[config.mk]
export PLATFORM = sky130hd
export DESIGN_NAME = store_queue
export DESIGN_NICKNAME = d
export VERILOG_FILES = /design/src/rtl/stq_pkg.sv /design/src/rtl/stq_pointers.sv /design/src/rtl/stq_entries.sv /design/src/rtl/stq_search.sv /design/src/rtl/store_queue.sv
export SDC_FILE = /design/constraint.sdc
export NUM_CORES = 1
export LEC_CHECK = 0
export ABC_AREA = 0
export BUFFER_PORTS_ARGS = -buffer_cell sky130_fd_sc_hd__buf_2
export CAP_MARGIN = 20
export CORE_MARGIN = 2
export CORE_UTILIZATION = 43
export CTS_CLUSTER_SIZE = 40
export DETAILED_ROUTE_END_ITERATION = 12
export MAX_ROUTING_LAYER = met4
export PLACE_DENSITY = 0.63
export SLEW_MARGIN = 30
export SYNTH_ARGS = -nofsm -noshare
export SYNTH_HDL_FRONTEND = slang
export SYNTH_HIERARCHICAL = 1
export SYNTH_SLANG_ARGS = --single-unit
export TNS_END_PERCENT = 50
[constraint.sdc]
create_clock -name clk -period 13.3 [get_ports clk]
set_input_delay 0 -clock clk [delete_from_list [all_inputs] [get_ports clk]]
set_output_delay 0 -clock clk [all_outputs]
set_load 0.005 [all_outputs]
[src/rtl/stq_pkg.sv]
package stq_pkg;
    typedef enum logic [1:0] {
        LD_GO_MEM   = 2'd0,
        LD_STALL    = 2'd1,
        LD_FWD_DATA = 2'd2,
        LD_FWD_TAG  = 2'd3
    } ld_resp_e;
endpackage

[src/rtl/stq_pointers.sv]
// Head, commit and tail positions, each with a wrap bit above the slot index.
module stq_pointers #(
    parameter int DEPTH = 8,
    localparam int PW = $clog2(DEPTH)
) (
    input  logic        clk,
    input  logic        rst_n,
    input  logic        alloc_req,
    input  logic        commit_req,
    input  logic        flush,
    input  logic        drain_fire,
    output logic [PW:0] head,
    output logic [PW:0] cmt,
    output logic [PW:0] tail,
    output logic        full,
    output logic        alloc_fire
);
    typedef struct packed {
        logic [PW:0] head;
        logic [PW:0] cmt;
        logic [PW:0] tail;
    } ptr_state_t;

    ptr_state_t s_d, s_q;
    logic [PW:0] occ_q;
    logic        commit_fire;

    assign occ_q       = s_q.tail - s_q.head;
    assign full        = (occ_q == (PW+1)'(DEPTH));
    assign alloc_fire  = alloc_req & ~full & ~flush;
    assign commit_fire = commit_req & ~flush & (s_q.cmt != s_q.tail);

    always_comb begin
        s_d = s_q;
        if (drain_fire)  s_d.head = s_q.head + 1'b1;
        if (commit_fire) s_d.cmt  = s_q.cmt + 1'b1;
        if (flush)           s_d.tail = s_q.cmt;
        else if (alloc_fire) s_d.tail = s_q.tail + 1'b1;
    end

    always_ff @(posedge clk) begin
        if (!rst_n) s_q <= '0;
        else        s_q <= s_d;
    end

    assign head = s_q.head;
    assign cmt  = s_q.cmt;
    assign tail = s_q.tail;
endmodule

[src/rtl/stq_entries.sv]
// Per-slot storage: valid, address/value known flags, address, value, producer tag.
module stq_entries #(
    parameter int DEPTH = 8,
    parameter int AW = 16,
    parameter int DW = 16,
    parameter int TW = 5,
    localparam int PW = $clog2(DEPTH)
) (
    input  logic                         clk,
    input  logic                         rst_n,
    input  logic                         alloc_fire,
    input  logic [TW-1:0]                alloc_tag,
    input  logic                         addr_wr,
    input  logic [PW-1:0]                addr_slot,
    input  logic [AW-1:0]                addr_val,
    input  logic                         data_wr,
    input  logic [PW-1:0]                data_slot,
    input  logic [DW-1:0]                data_val,
    input  logic                         drain_fire,
    input  logic                         flush,
    input  logic [PW:0]                  head,
    input  logic [PW:0]                  cmt,
    input  logic [PW:0]                  tail,
    output logic [DEPTH-1:0]             addr_ok,
    output logic [DEPTH-1:0]             data_ok,
    output logic [DEPTH-1:0][AW-1:0]     addrs,
    output logic [DEPTH-1:0][DW-1:0]     datas,
    output logic [DEPTH-1:0][TW-1:0]     tags
);
    typedef struct packed {
        logic          valid;
        logic          aok;
        logic          dok;
        logic [AW-1:0] addr;
        logic [DW-1:0] data;
        logic [TW-1:0] tag;
    } ent_t;

    ent_t [DEPTH-1:0] e_d, e_q;
    logic [PW:0]      unc_cnt;

    assign unc_cnt = tail - cmt;

    always_comb begin
        e_d = e_q;
        for (int i = 0; i < DEPTH; i++) begin
            if (addr_wr && addr_slot == PW'(i) && e_q[i].valid) begin
                e_d[i].addr = addr_val;
                e_d[i].aok  = 1'b1;
            end
            if (data_wr && data_slot == PW'(i) && e_q[i].valid) begin
                e_d[i].data = data_val;
                e_d[i].dok  = 1'b1;
            end
            if (drain_fire && head[PW-1:0] == PW'(i))
                e_d[i].valid = 1'b0;
            if (alloc_fire && tail[PW-1:0] == PW'(i)) begin
                e_d[i].valid = 1'b1;
                e_d[i].aok   = 1'b0;
                e_d[i].dok   = 1'b0;
                e_d[i].tag   = alloc_tag;
            end
            if (flush && ({1'b0, PW'(PW'(i) - cmt[PW-1:0])} < unc_cnt))
                e_d[i].valid = 1'b0;
        end
    end

    always_ff @(posedge clk) begin
        if (!rst_n) e_q <= '0;
        else        e_q <= e_d;
    end

    for (genvar g = 0; g < DEPTH; g++) begin : g_out
        assign addr_ok[g] = e_q[g].aok;
        assign data_ok[g] = e_q[g].dok;
        assign addrs[g]   = e_q[g].addr;
        assign datas[g]   = e_q[g].data;
        assign tags[g]    = e_q[g].tag;
    end
endmodule

[src/rtl/stq_search.sv]
// Combinational load lookup over the stores older than the load's position.
module stq_search
    import stq_pkg::*;
#(
    parameter int DEPTH = 8,
    parameter int AW = 16,
    parameter int DW = 16,
    parameter int TW = 5,
    localparam int PW = $clog2(DEPTH)
) (
    input  logic                     ld_valid,
    input  logic [AW-1:0]            ld_addr,
    input  logic [PW:0]              ld_pos,
    input  logic [PW:0]              head,
    input  logic [DEPTH-1:0]         addr_ok,
    input  logic [DEPTH-1:0]         data_ok,
    input  logic [DEPTH-1:0][AW-1:0] addrs,
    input  logic [DEPTH-1:0][DW-1:0] datas,
    input  logic [DEPTH-1:0][TW-1:0] tags,
    output ld_resp_e                 resp,
    output logic [DW-1:0]            fwd_data,
    output logic [TW-1:0]            fwd_tag
);
    logic [PW:0]   older_cnt;
    logic          stall;
    logic          hit;
    logic [PW-1:0] hit_idx;
    logic [PW-1:0] idx;

    assign older_cnt = ld_pos - head;

    // Walk from oldest to youngest; a later hit overwrites, so the youngest wins.
    always_comb begin
        stall   = 1'b0;
        hit     = 1'b0;
        hit_idx = '0;
        idx     = '0;
        for (int k = 0; k < DEPTH; k++) begin
            idx = head[PW-1:0] + PW'(k);
            if ((PW+1)'(k) < older_cnt) begin
                if (!addr_ok[idx]) begin
                    stall = 1'b1;
                end else if (addrs[idx] == ld_addr) begin
                    hit     = 1'b1;
                    hit_idx = idx;
                end
            end
        end
    end

    always_comb begin
        resp     = LD_GO_MEM;
        fwd_data = '0;
        fwd_tag  = '0;
        if (ld_valid) begin
            if (stall) begin
                resp = LD_STALL;
            end else if (hit && data_ok[hit_idx]) begin
                resp     = LD_FWD_DATA;
                fwd_data = datas[hit_idx];
            end else if (hit) begin
                resp    = LD_FWD_TAG;
                fwd_tag = tags[hit_idx];
            end
        end
    end
endmodule

[src/rtl/store_queue.sv]
module store_queue
    import stq_pkg::*;
#(
    parameter int DEPTH = 8,
    parameter int AW = 16,
    parameter int DW = 16,
    parameter int TW = 5,
    localparam int PW = $clog2(DEPTH)
) (
    input  logic          clk,
    input  logic          rst_n,
    input  logic          alloc_valid,
    input  logic [TW-1:0] alloc_src_tag,
    output logic          alloc_ready,
    output logic [PW:0]   alloc_pos,
    input  logic          st_addr_valid,
    input  logic [PW-1:0] st_addr_slot,
    input  logic [AW-1:0] st_addr,
    input  logic          st_data_valid,
    input  logic [PW-1:0] st_data_slot,
    input  logic [DW-1:0] st_data,
    input  logic          commit_valid,
    input  logic          flush,
    input  logic          ld_valid,
    input  logic [AW-1:0] ld_addr,
    input  logic [PW:0]   ld_pos,
    output logic [1:0]    ld_resp,
    output logic [DW-1:0] ld_data,
    output logic [TW-1:0] ld_tag,
    output logic          mem_wr_valid,
    output logic [AW-1:0] mem_wr_addr,
    output logic [DW-1:0] mem_wr_data
);
    logic [PW:0]              head_ptr, cmt_ptr, tail_ptr;
    logic                     full, alloc_fire, drain_fire;
    logic [DEPTH-1:0]         aok, dok;
    logic [DEPTH-1:0][AW-1:0] addrs;
    logic [DEPTH-1:0][DW-1:0] datas;
    logic [DEPTH-1:0][TW-1:0] tags;
    logic [PW-1:0]            hslot;
    ld_resp_e                 resp;

    assign hslot = head_ptr[PW-1:0];
    // Head leaves only once committed (head behind commit) with address and value known.
    assign drain_fire = (head_ptr != cmt_ptr) && aok[hslot] && dok[hslot];

    stq_pointers #(.DEPTH(DEPTH)) u_ptr (
        .clk(clk), .rst_n(rst_n),
        .alloc_req(alloc_valid), .commit_req(commit_valid), .flush(flush),
        .drain_fire(drain_fire),
        .head(head_ptr), .cmt(cmt_ptr), .tail(tail_ptr),
        .full(full), .alloc_fire(alloc_fire)
    );

    stq_entries #(.DEPTH(DEPTH), .AW(AW), .DW(DW), .TW(TW)) u_ent (
        .clk(clk), .rst_n(rst_n),
        .alloc_fire(alloc_fire), .alloc_tag(alloc_src_tag),
        .addr_wr(st_addr_valid), .addr_slot(st_addr_slot), .addr_val(st_addr),
        .data_wr(st_data_valid), .data_slot(st_data_slot), .data_val(st_data),
        .drain_fire(drain_fire), .flush(flush),
        .head(head_ptr), .cmt(cmt_ptr), .tail(tail_ptr),
        .addr_ok(aok), .data_ok(dok), .addrs(addrs), .datas(datas), .tags(tags)
    );

    stq_search #(.DEPTH(DEPTH), .AW(AW), .DW(DW), .TW(TW)) u_srch (
        .ld_valid(ld_valid), .ld_addr(ld_addr), .ld_pos(ld_pos), .head(head_ptr),
        .addr_ok(aok), .data_ok(dok), .addrs(addrs), .datas(datas), .tags(tags),
        .resp(resp), .fwd_data(ld_data), .fwd_tag(ld_tag)
    );

    assign ld_resp      = resp;
    assign alloc_ready  = ~full;
    assign alloc_pos    = tail_ptr;
    assign mem_wr_valid = drain_fire;
    assign mem_wr_addr  = addrs[hslot];
    assign mem_wr_data  = datas[hslot];
endmodule

==> results of run 1 <==
[worst max path at each step]
stage	start	endpoint	slack (ns)
after floorplan	u_ptr/head[1]$_SDFFE_PN0P_	ld_data[10]	7.38
after global placement	u_ptr/head[0]$_SDFFE_PN0P_	ld_data[0]	5.63
after detailed placement	u_ptr/head[0]$_SDFFE_PN0P_	ld_data[0]	5.58
after CTS	u_ptr/head[0]$_SDFFE_PN0P_	ld_data[0]	4.95
after global routing	u_ptr/head[0]$_SDFFE_PN0P_	ld_data[0]	5.15
final	u_ptr/head[0]$_SDFFE_PN0P_	ld_data[0]	5.48
[worst min-delay path, stage by stage]
cell     delay [ns]
buf_8          0.32
o21ai_0        0.18
a21oi_1        0.05
[per-stage QoR]
stage / power (W) / area, sq um / setup slack, ns
floorplan: 0.001142 / 27840 / 7.384
detailed placement: 0.001193 / 26450 / 5.582
finish: 0.002250 / 28120 / 5.482
CTS: 0.002261 / 28090 / 4.949
global route: 0.002315 / 28120 / 5.148
global placement: 0.001191 / 26410 / 5.632
[registers in the layout, summed over array words and instances (netlist names)]
signal and flops:
u_ent/addr_ok 8, u_ent/e_q 8, u_ent/tags 40, u_ent/datas 128, u_ptr/head 4, u_ent/data_ok 8
u_ent/addrs 128, u_ptr/tail 4, u_ptr/cmt 4
[placed cells by master, fill, tap and decap left out, types with 16 or more instances in the layout]
cell type / count
dlygate4sd3_1: 40
xor2_1: 31
xnor2_1: 125
clkbuf_16: 40
mux4_2: 127
a22oi_1: 20
ha_1: 16
mux4_1: 54
o211ai_1: 26
a21boi_0: 250
dfxtp_1: 329
nand3_1: 41
inv_1: 24
and3_1: 18
a21oi_1: 49
o21ai_0: 43
nor4_1: 23
nor2b_1: 70
buf_4: 45
o22ai_1: 16
mux2i_1: 220
nand4_1: 31
mux2_2: 77
nand2_1: 600
buf_2: 130
nor2_1: 129
and2_1: 19
nor3_1: 20
[cell families (layout without fill, tap and decap cells)]
logic type | Yosys count | count (layout) | synth area share [%]
xor gates and xnor gates | 162 | 162 | 5.178
buffers and inverters | 588 | 318 | 13.31
and+or+nand+nor | 1021 | 1021 | 16.53
other | 0 | 6 | 0
muxes | 479 | 479 | 26.45
DFF | 332 | 332 | 23.88
AOI/OAI and AO/OA | 514 | 514 | 13.59
adders and majority gates | 23 | 23 | 1.065
[layer usage]
layer / share of wire (%) / vias up
met3: 8.0 / 127
met2: 44 / 959
li1: - / 10175
met5: 0 / -
met4: 1.9 / 0
met1: 46 / 11471
[power by group through the flow]
stage	sequential, W	combinational [W]	clock, W
global route	0.00100	0.000193	0.00112
finish	0.00100	0.000181	0.00106
detailed placement	0.00103	0.000166	0
CTS	0.00100	0.000178	0.00108
global placement	0.00103	0.000164	0
floorplan	0.00102	0.000118	0
[layout make-up]
type | count | area share, %
antenna | 6 | 0.05340
inverter | 28 | 0.3738
timing repair buffer | 220 | 5.184
clock inverter | 13 | 0.4361
multi-input combinational | 2199 | 62.51
sequential | 332 | 23.68
clock buffer | 57 | 3.965
tap | 855 | 3.805
[what timing repair did]
item                                    CTS  global route
hold buffers                             40             0
endpoints found under the setup margin    0             0
buffers inserted                          0             0
endpoints found under the hold margin   304             0
==> impl_results.md, run 1 <==
* Residual DRC count at 0
* Fillers at 6202
* Core Area at 64230 sq um
* Finish-stage setup viols at 0
* Critical Path RT at 13.30 ns
* Met2 Usage GRT at 42.77%
* Static leakage at 10.08 nW
* CP Cell Sequence: inv_2 > ha_4 > buf_4 > mux4_2 > xnor2_1 > nand3_1 > a2111oi_1 > o211a_1 > and2_1 > or4b_1 > a311oi_1 > o31ai_4 > buf_4 > a21boi_1 > or3b_2 > a21oi_1 > buf_2
* Met1 GRT Util at 40.30%
* Syn Nets at 3209
* NumNets Final at 2910
* Initial Util at 43.34%
* Setup_tns at 0 ns
* Crit Path Category: flop to output port
* WHS Endpoint: u_ptr/tail[0]$_SDFFE_PN0P_
* Vias per cell at 6.127
* Clock Latency Late Sink at 0.57 ns
* Die footprint at 66780 sq um
* WHS at 0.05248 ns
* Clock network power share at 47.3%
* Die X at 258.4 um
* Post-CTS resize count at 0
* Final cell count without fillers at 3710
* Post-synthesis async set-or-reset flop share at 0%
* Post-layout util at 43.78%
* Critical path arrival at 7.82 ns
* Dominant synthesized flop cell: dfxtp_1
* Synth top area cells: dfxtp_1, mux4_2, buf_4, nand2_1, mux2i_1
* Crit-path max FO at 39
* Yosys Warn Count at 6
* Row count at 93
* Hold_sp: rst_n
* DR pass1 iterations at 6
* WP depth at 17
* Vias in the first global route at 21.72k
* Die Height at 258.4 um
* Cell mode on critical path: buf_4
* IO Pins at 132
* R2R cell count at 10
* Initial antenna violation count at 7
* Synth-to-Final Area Change at 1.016%
* CP startpoint kind: flop
* Min-Delay Path Class: input port to flop
* Most frequent cell after synthesis: nand2_1
* RSZ-0062 raised after global routing: false
* Dpl cells at 3594
* Reg-to-Reg Start: u_ptr/head[0]$_SDFFE_PN0P_
* PwrDens at 80.01 nW/um^2
* Register area at 6658 sq um
* Top cells by count, synth: nand2_1, dfxtp_1, buf_4, a21boi_0, mux2i_1
* Multi-input logic area at 17580 sq um
* Power share of the combinational group at 8.1%
* CP max-delay cell: a2111oi_1
* Gpl congestion at 1.072
* Final Hold Viols at 0
* Synth cell types at 93
* CTS tree: done
* Clock sink total at 332
* Max-cap violations at 0
* Slew headroom at 29.96%
* Min cycle time layout at 7.818 ns
* Max-slew violations at 0
* First-pass GRT wire length at 141200 um
* Final setup skew at 0.01030 ns
* Crit path largest cell delay at 0.79 ns
* Flop pwr share at 44.7%
* Hold path depth at 3
* Share of layout cells above drive strength 1 at 17.76%
* GRT met3 Usage at 4.362%
* HPWL Detailed at 66530 um
* Wire per inst at 25.42 um
* Dominant cell type by area after synthesis: dfxtp_1
* Flop2flop setup slack at 9.24 ns
* Clock-pin slew on the worst setup and hold paths at 0.06 ns
* R2r endpoint: u_ent/e_q[79]$_SDFFE_PP0P_
* Post-synth EDFFs at 0
* Sequential share of the synthesized area at 23.88%
* Initial drt markers at 2291
* Most Used Layer, Global Route: met2
* Actual slew at the worst max-slew pin at 1.051 ns
* CTS Buf Count at 39
* Maximum vdd drop at 0.08733 mV
* Family with the most delay on the worst path: compound AO/OA/AOI/OAI gates
* Post-Route WL at 94290 um
* Switching power at 0.0005741 W
* GR Overflow Total at 0
* Post-synth top area share at 23.88%
* Syn_area_per_cell at 8.924 sq um
* Crit. End Element: output port
* Port bufs at 131
* Buffer depth of the longest clock path at 3
* Buf+Inv Stages, Crit Path at 4
* Largest net degree at the start of global routing at 192
* Outcome: finished, final reports clean
* Cell count after synthesis at 3119
* Root buffer cell: clkbuf_16
* Post-Syn Area at 27840 sq um
* Yosys reg bits at 332
* Final ANT Viol Nets at 0
* Fmax at 127.9 MHz
* Switching Share at 25.52%
* H-tree depth at 2
* Fin crit share at 58.78%
* GR Util All Layers at 28.44%
* Int Power at 0.001676 W
* Total number of vias at 22.73k
(Power assumes the default switching activity.)
==> run 2, diff against run 1 <==
--- a/config.mk
+++ b/config.mk
@@ -13,7 +13,7 @@
 export CTS_CLUSTER_SIZE = 40
 export DETAILED_ROUTE_END_ITERATION = 12
 export MAX_ROUTING_LAYER = met4
-export PLACE_DENSITY = 0.63
+export PLACE_DENSITY = 0.65
 export SLEW_MARGIN = 30
 export SYNTH_ARGS = -nofsm -noshare
 export SYNTH_HDL_FRONTEND = slang
==> constraint.sdc (replaced) <==
create_clock -name clk -period 6.7 [get_ports clk]
set_input_delay 0 -clock clk [delete_from_list [all_inputs] [get_ports clk]]
set_output_delay 0 -clock clk [all_outputs]
set_load 0.005 [all_outputs]
==> impl_results.md, run 2 (synthesis gave the netlist of run 1 again) <==
* Outcome: finished, final reports clean (unchanged)
* Commonest non-fill, non-tap cell in the layout: nand2_1 (unchanged)
* Synth-to-Final Area Change at 2.045% (was 1.016%)
* Total number of vias at 22.62k (was 22.73k)
* Most frequent cells in the layout: nand2_1, dfxtp_1, a21boi_0 (unchanged)
* Final Hold Viols at 0 (unchanged)
* Port bufs at 131 (unchanged)
* Met1 GRT Util at 37.57% (was 40.30%)
* Area post-placement at 26550 sq um (was 26450 sq um)
* Fmax at 154.1 MHz
* Tot Pwr at 0.004639 W (was 0.002250 W)
* Vias in the first global route at 21.09k (was 21.72k)
* Finished Cell Area at 28400 sq um (was 28120 sq um)
* CTS Buf Count at 37 (was 39)
* CTS tree: done (unchanged)
* Max-cap violations at 0 (unchanged)
* GRT met3 Usage at 4.988% (was 4.362%)
* IO Pins at 132 (unchanged)
* Die X at 258.4 um (unchanged)
* GR Util All Layers at 27.04% (was 28.44%)
* Finish-stage setup viols at 0 (unchanged)
* Critical Path RT at 6.70 ns (was 13.30 ns)
* Final cell count without fillers at 3720 (was 3710)
* Initial antenna violation count at 9 (was 7)
* Actual slew at the worst max-slew pin at 1.079 ns (was 1.051 ns)
* Share of layout cells above drive strength 1 at 18.49% (was 17.76%)
* Residual DRC count at 0 (unchanged)
* Setup bufs post-CTS at 0 (unchanged)
* Crit-path max FO at 84 (was 39)
* Clock sink total at 332 (unchanged)
* Dpl cells at 3601 (was 3594)
* NumNets Final at 2916 (was 2910)
* Core Area at 64230 sq um (unchanged)
* Buffer depth of the longest clock path at 3 (unchanged)
* Row count at 93 (unchanged)
* Final setup skew at 0.02269 ns (was 0.01030 ns)
* Initial Util at 43.34% (unchanged)
* Crit Path Category: flop to output port (unchanged)
* Clock-pin slew on the worst setup and hold paths at 0.06 ns (about the same)
* Maximum vdd drop at 0.1720 mV (was 0.08733 mV)
* Critical path arrival at 6.49 ns (was 7.82 ns)
* Most Used Layer, Global Route: met2 (unchanged)
* Wire per inst at 24.13 um (was 25.42 um)
* Static leakage at 10.21 nW (was 10.08 nW)
* Register area at 6658 sq um (unchanged)
* Max-slew violations at 0 (unchanged)
* Met2 Usage GRT at 40.12% (was 42.77%)
* Multi-input logic area at 17610 sq um (was 17580 sq um)
* Min-Delay Path Class: input port to flop (unchanged)
* Largest net degree at the start of global routing at 142 (was 192)
* Fin crit share at 96.84%
* HPWL Detailed at 62970 um (was 66530 um)
* Vias per cell at 6.082 (was 6.127)
* H-tree depth at 2 (unchanged)
* Fillers at 6179 (was 6202)
* First-pass GRT wire length at 135800 um (was 141200 um)
* Crit. End Element: output port (unchanged)
* Slew headroom at 28.06% (was 29.96%)
* CP startpoint kind: flop (unchanged)
* Post-Route WL at 89760 um (was 94290 um)
* GR Overflow Total at 0 (unchanged)
* PwrDens at 163.3 nW/um^2 (was 80.01 nW/um^2)
* Root buffer cell: clkbuf_16 (unchanged)
* Gpl congestion at 1.059 (was 1.072)
* Clock Latency Late Sink at 0.57 ns (about the same)
* DR pass1 iterations at 6 (unchanged)
* Initial drt markers at 2799 (was 2291)
* Final ANT Viol Nets at 0 (unchanged)
* Die footprint at 66780 sq um (unchanged)
* Min cycle time layout at 6.488 ns
* Die Height at 258.4 um (unchanged)
==> run 2: cell type report <==
cell class / count / share of cell area [%]
Tap cell: 855 / 3.766
Clock buffer: 50 / 3.828
Sequential cell: 332 / 23.44
Inverter: 28 / 0.3700
Clock inverter: 18 / 1.022
Timing Repair Buffer: 228 / 5.475
Multi-Input combinational cell: 2199 / 62.01
Antenna cell: 10 / 0.08810
==> run 2: final timing paths <==
kind	from	to	slack (ns)	cells past startpoint
max	u_ptr/head[0]$_SDFFE_PN0P_	ld_data[15]	0.21	15
min	rst_n	u_ent/addrs[19]$_SDFFE_PN0P_	0.009	2
max reg2reg	u_ptr/head[0]$_SDFFE_PN0P_	u_ent/e_q[79]$_SDFFE_PP0P_	2.38	11
min reg2reg	u_ent/tags[38]$_SDFFE_PN0P_	u_ent/tags[38]$_SDFFE_PN0P_	0.47	2
==> run 2: what timing repair did <==
action                                 CTS  global route
setup endpoints to repair                9            20
gates resized for setup                  1             5
pin swaps                                0             1
hold buffers                            40             0
endpoints found under the hold margin  304             0
==> run 2: power by group <==
| part | internal, W | switching (W) | leakage, nW |
|---|---|---|---|
| registers | 0.00198 | 0.0000137 | 2.68 |
| logic | 0.000140 | 0.000210 | 6.85 |
| clock network | 0.00139 | 0.000903 | 0.682 |
| total | 0.00351 | 0.00113 | 10.2 |
==> run 2: worst max-delay path, stage by stage (launching register included) <==
cell      delay [ns]
dfxtp_4         0.57
buf_4           0.56
mux2_2          0.47
mux4_2          0.51
xnor2_1         0.19
nor4_1          0.74
nor3b_1         0.32
and3_1          0.39
or4b_1          0.17
a311oi_1        0.13
o31ai_4         0.34
buf_12          0.48
mux2_2          0.42
o211ai_1        0.26
a21oi_1         0.11
buf_2           0.14
==> run 2: stage by stage <==
stage / TNS, ns / setup slack, ns / utilization (%) / hold slack (ns)
2_1_floorplan: 0 / 0.7836 / - / 0.08498
4_1_cts: 0 / 0.09473 / 44.11 / 0.05350
3_3_place_gp: 0 / 0.6214 / 41.27 / 0.2937
3_5_place_dp: 0 / 0.5765 / 41.34 / 0.3118
6_report: 0 / 0.2120 / 44.22 / 0.008975
5_1_grt: -0.01852 / -0.01360 / 44.22 / 0.06560
==> run 2: routing by layer <==
metal	up-vias	wire length, um	part of all wire (%)
met3	151	8900	9.9
li1	10185	-	-
met4	0	2487	2.8
met2	1124	39640	44
met5	-	0	0
met1	11164	38730	43
